$ cat config.mk
export PLATFORM = sky130hd
export DESIGN_NAME = lifo_regfile
export DESIGN_NICKNAME = d
export VERILOG_FILES = /design/src/rtl/lifo_pkg.sv /design/src/rtl/lifo_ctrl.sv /design/src/rtl/lifo_store.sv /design/src/rtl/lifo_regfile.sv
export SDC_FILE = /design/constraint.sdc
export NUM_CORES = 1
export LEC_CHECK = 0
export BUFFER_PORTS_ARGS = -buffer_cell sky130_fd_sc_hd__buf_4
export CORE_MARGIN = 5
export CORE_UTILIZATION = 58
export DETAILED_ROUTE_END_ITERATION = 8
export PLACE_DENSITY = 0.74
export SETUP_SLACK_MARGIN = 0.5
export SLEW_MARGIN = 20
export SYNTH_ARGS = -nofsm -noshare
export SYNTH_HDL_FRONTEND = slang
export SYNTH_SLANG_ARGS = --single-unit
$ cat constraint.sdc
create_clock -name clk_i -period 4 [get_ports clk_i]
set_clock_uncertainty 0.15 [all_clocks]
set_input_delay 0.8 -clock clk_i [delete_from_list [all_inputs] [get_ports clk_i]]
set_output_delay 0.8 -clock clk_i [all_outputs]
set_load 0.05 [all_outputs]
$ cat src/rtl/lifo_pkg.sv
package lifo_pkg;

    typedef enum logic [1:0] {
        CMD_IDLE = 2'd0,
        CMD_PUSH = 2'd1,
        CMD_POP  = 2'd2,
        CMD_BAD  = 2'd3
    } lifo_cmd_e;

endpackage

$ cat src/rtl/lifo_ctrl.sv
module lifo_ctrl
    import lifo_pkg::*;
#(
    parameter int ADDR_W = 6
) (
    input  logic              clk_i,
    input  logic              rst_ni,
    input  logic              push_i,
    input  logic              pop_i,
    output logic              we_o,
    output logic [ADDR_W-1:0] waddr_o,
    output logic              re_o,
    output logic [ADDR_W-1:0] raddr_o,
    output logic [ADDR_W-1:0] ptr_o,
    output logic              full_o,
    output logic              empty_o,
    output logic              err_o,
    output logic              rvalid_o
);

    localparam logic [ADDR_W-1:0] ONE  = ADDR_W'(1);
    localparam logic [ADDR_W-1:0] ZERO = '0;

    typedef struct packed {
        logic [ADDR_W-1:0] ptr;
        logic              full;
        logic              empty;
        logic              err;
        logic              rvalid;
    } ctrl_state_t;

    ctrl_state_t state_d, state_q;
    lifo_cmd_e   cmd;
    logic [ADDR_W-1:0] ptr_up, ptr_dn;

    always_comb begin
        ptr_up  = state_q.ptr + ONE;
        ptr_dn  = state_q.ptr - ONE;
        cmd     = CMD_IDLE;
        state_d = state_q;
        state_d.err    = 1'b0;
        state_d.rvalid = 1'b0;

        if (push_i && pop_i) begin
            cmd = CMD_BAD;
        end else if (push_i) begin
            cmd = state_q.full ? CMD_BAD : CMD_PUSH;
        end else if (pop_i) begin
            cmd = state_q.empty ? CMD_BAD : CMD_POP;
        end

        unique case (cmd)
            CMD_PUSH: begin
                state_d.ptr   = ptr_up;
                state_d.full  = (ptr_up == ZERO);
                state_d.empty = 1'b0;
            end
            CMD_POP: begin
                state_d.ptr    = ptr_dn;
                state_d.empty  = (ptr_dn == ZERO);
                state_d.full   = 1'b0;
                state_d.rvalid = 1'b1;
            end
            CMD_BAD: begin
                state_d.err = 1'b1;
            end
            default: ;
        endcase
    end

    always_ff @(posedge clk_i or negedge rst_ni) begin
        if (!rst_ni) begin
            state_q <= '{ptr: ZERO, full: 1'b0, empty: 1'b1, err: 1'b0, rvalid: 1'b0};
        end else begin
            state_q <= state_d;
        end
    end

    assign we_o     = (cmd == CMD_PUSH);
    assign waddr_o  = ptr_up;
    assign re_o     = (cmd == CMD_POP);
    assign raddr_o  = state_q.ptr;
    assign ptr_o    = state_q.ptr;
    assign full_o   = state_q.full;
    assign empty_o  = state_q.empty;
    assign err_o    = state_q.err;
    assign rvalid_o = state_q.rvalid;

endmodule

$ cat src/rtl/lifo_store.sv
module lifo_store #(
    parameter int DATA_W = 8,
    parameter int ADDR_W = 6
) (
    input  logic              clk_i,
    input  logic              rst_ni,
    input  logic              we_i,
    input  logic [ADDR_W-1:0] waddr_i,
    input  logic [DATA_W-1:0] wdata_i,
    input  logic              re_i,
    input  logic [ADDR_W-1:0] raddr_i,
    output logic [DATA_W-1:0] rdata_o
);

    localparam int DEPTH = 1 << ADDR_W;

    logic [DATA_W-1:0] mem_q [DEPTH];
    logic [DATA_W-1:0] rdata_d, rdata_q;

    for (genvar g = 0; g < DEPTH; g++) begin : g_entry
        always_ff @(posedge clk_i) begin
            if (we_i && (waddr_i == ADDR_W'(g))) begin
                mem_q[g] <= wdata_i;
            end
        end
    end

    always_comb begin
        rdata_d = rdata_q;
        if (re_i) begin
            rdata_d = mem_q[raddr_i];
        end
    end

    always_ff @(posedge clk_i or negedge rst_ni) begin
        if (!rst_ni) begin
            rdata_q <= '0;
        end else begin
            rdata_q <= rdata_d;
        end
    end

    assign rdata_o = rdata_q;

endmodule

$ cat src/rtl/lifo_regfile.sv
module lifo_regfile #(
    parameter int DATA_W = 8,
    parameter int ADDR_W = 6
) (
    input  logic              clk_i,
    input  logic              rst_ni,
    input  logic              push_i,
    input  logic              pop_i,
    input  logic [DATA_W-1:0] wdata_i,
    output logic [DATA_W-1:0] rdata_o,
    output logic              rvalid_o,
    output logic              err_o,
    output logic              full_o,
    output logic              empty_o,
    output logic [ADDR_W-1:0] ptr_o
);

    logic              we, re;
    logic [ADDR_W-1:0] waddr, raddr;

    lifo_ctrl #(.ADDR_W(ADDR_W)) ctrl_i (
        .clk_i    (clk_i),
        .rst_ni   (rst_ni),
        .push_i   (push_i),
        .pop_i    (pop_i),
        .we_o     (we),
        .waddr_o  (waddr),
        .re_o     (re),
        .raddr_o  (raddr),
        .ptr_o    (ptr_o),
        .full_o   (full_o),
        .empty_o  (empty_o),
        .err_o    (err_o),
        .rvalid_o (rvalid_o)
    );

    lifo_store #(.DATA_W(DATA_W), .ADDR_W(ADDR_W)) store_i (
        .clk_i   (clk_i),
        .rst_ni  (rst_ni),
        .we_i    (we),
        .waddr_i (waddr),
        .wdata_i (wdata_i),
        .re_i    (re),
        .raddr_i (raddr),
        .rdata_o (rdata_o)
    );

endmodule

==> run summary <==
Antenna violations before repair -> 2
CTS max path bufs -> 3
Hold Path Class -> reg2reg
Hold Violations, Final -> 0
Worst IR Drop VDD -> 0.535 mV
Sequential area share after synthesis -> 75.9%
CP Launch Type -> flop
RSZ-0062 raised after global routing -> true
Post-synth EDFFs -> 512
CP top delay family -> multiplexers
Post-route ant nets -> 0
Period Utilization, post-route -> 85.6%
CTS tree -> yes
Die area -> 0.0399 sq mm
DP Cell Count -> 1517
Main synth FF type -> edfxtp_1
IO buf count -> 29
Routed WL per cell -> 29.6 um
Post-Layout Cell Count -> 1614
DRC -> 0
Slew Limit Fails -> 0
Most used cell along the critical path -> mux4_2
Max FO, Critical Path -> 26
I/O pin cnt -> 30
Yosys warning total -> 0
Routability cong. -> 0.877
Total negative slack -> 0 ns
Top cells by count, synth -> edfxtp_1, mux4_2, nor2_1
Die H -> 200 um
Drt first pass iters -> 5
Crit-path slowest cell -> dfrtp_4
Maximum number of pins on one net before global-route repair -> 65
Arrival time of the worst setup path -> 3.71 ns
Crit path kind -> reg2reg
Synth Register Bits -> 530
Number of buffers created by CTS -> 51
Count of clock tree sinks -> 530
Clk pin slew, worst setup/hold paths -> 0.06 ns
Largest cells by area after synthesis -> edfxtp_1, mux4_2, dfrtp_1
Routed via count -> 10600
Fin crit period -> 3.42 ns
Initial core utilization -> 58.6%
Cells along the critical path -> buf_4 -> mux4_2 -> mux4_2 -> a2111oi_0 -> a21oi_1
H-tree depth -> 2
Post-DP HPWL -> 29400 um
Layout cell share with drive strength beyond 1 -> 28.2%
Max Cap Viol -> 0
Vias in the first global route -> 10600
Yosys top cell by area -> edfxtp_1
Synth cell types -> 46
Fmax -> 0.292 GHz
Die W -> 200 um
Lkg Pwr -> 7.63 nW
Async S/R FF share, synth -> 3.40%
Mean post-synth cell area -> 20.6 sq um
Status -> complete, no violations
Ant. Diodes -> 0
DR vias/cell -> 6.58
P&R area growth vs syn -> 13.5%
DRT Wirelength -> 47800 um
WP buf/inv -> 1
Starting DRT DRC Count -> 1337
Mapped cell area -> 0.0209 sq mm
Max incr delay on CP -> 0.75 ns
Slew of the pin with the lowest slew margin -> 0.945 ns
Core area -> 0.0356 sq mm
Mapped Cells -> 1015
Synth top area share -> 73.7%
Later-pin clock latency in the skew report -> 0.58 ns
Most frequent cell after synthesis -> edfxtp_1
First-pass GRT wire length -> 70500 um
# rows -> 69
Net Count, Synth -> 1036
Nets@finish -> 1131
Max_slew headroom -> 36.7%
Final setup violation count -> 0
PwrDens -> 681 mW/mm^2
CP Capture Type -> flop
Clock Tree Root -> clkbuf_16
Grt total ovfl -> 0
Worst EP required -> 4.28 ns
GRT Resource Usage Total -> 24.5%
-- per-layer routing --
layer | track usage, % | up-vias | wire length (um)
met2 | 38.0 | 625 | 22900
met4 | 6.99 | 4 | 1480
li1 | - | 4381 | -
met1 | 35.5 | 5499 | 18300
met3 | 6.15 | 110 | 5120
met5 | 0 | - | 21
-- final cells by class --
| type | count | area (sq um) |
|---|---|---|
| flip-flops and latches | 530 | 15800 |
| fillers | 2260 | 11900 |
| multi-input cells | 415 | 4720 |
| clock buffers | 64 | 1360 |
| repair buffers | 103 | 788 |
| well taps | 461 | 577 |
| clock inverters | 32 | 368 |
| inverters | 9 | 33.8 |
-- placed cells by master (no fill, tap or decap), types with 9 or more instances in the layout --
cell,count
edfxtp_1,512
mux4_2,136
buf_4,101
nor2_1,64
clkbuf_16,52
nand3_1,34
nand2_1,26
a21oi_1,21
a22oi_1,17
dfrtp_1,15
clkinv_2,13
clkbuf_1,11
mux2i_1,10
nand2b_1,9
o22ai_1,9
ha_1,9
-- power breakdown --
group          switching, mW  internal (mW)  total [mW]
Clock                   2.01           2.92        4.93
Sequential             0.205           6.28        6.49
Combinational           2.75           1.97        4.72
Total                   4.96           11.2        16.1
-- per-stage QoR --
step                setup slack [ns]  hold WS, ns  power, mW  instance area, sq um  utilization, %
floorplan                      0.846        0.354       9.81                 20900               -
global placement               0.575        0.339       11.2                 21900            61.7
detailed placement             0.558        0.351       11.3                 21900            61.7
CTS                            0.536        0.371       16.2                 23700            66.5
global route                   0.461        0.412       16.7                 23700            66.6
finish                         0.575        0.371       16.1                 23700            66.6
-- final timing paths --
kind,slack [ns],end,start,cells after the start
setup / recovery,0.58,store_i.rdata_o[6],ctrl_i.ptr_o[0],5
setup reg to reg,0.58,store_i.rdata_o[6],ctrl_i.ptr_o[0],5
hold reg to reg,0.37,ctrl_i.empty_o,ctrl_i.empty_o,2
max in group asynchronous,2.91,ctrl_i.empty_o,rst_ni,2
min in group asynchronous,0.51,ctrl_i.rvalid_o,rst_ni,2
hold / removal,0.37,ctrl_i.empty_o,ctrl_i.empty_o,2
-- flip-flops by register name, indices dropped and copies added, names as in the netlist --
register,count
store_i.mem_q,512
store_i.rdata_o,8
ctrl_i.ptr_o,6
ctrl_i.empty_o,1
ctrl_i.err_o,1
ctrl_i.full_o,1
ctrl_i.rvalid_o,1
-- tightest hold or removal path, stage by stage, from the launching register on --
cell     delay, ns
dfstp_2       0.37
inv_1         0.05
o21ai_0       0.09
-- logic make-up (layout without fill, tap and decap cells) --
| family | Yosys count | count (layout) | synth area share, % |
|---|---|---|---|
| buf+inv | 70 | 208 | 1.58 |
| simple gates | 161 | 161 | 3.50 |
| compound gates | 86 | 86 | 2.75 |
| fa+ha+maj | 9 | 9 | 0.540 |
| mux | 151 | 151 | 15.4 |
| xor+xnor | 8 | 8 | 0.336 |
| flops | 530 | 530 | 75.9 |
-- what timing repair did --
action,CTS,global route
resized for setup,0,5
endpoints found under the setup margin,0,39
buffers inserted,0,0
hold endpoints to repair,17,0
hold buffers,1,0
Note: power is estimated with default switching activity, not from simulation.
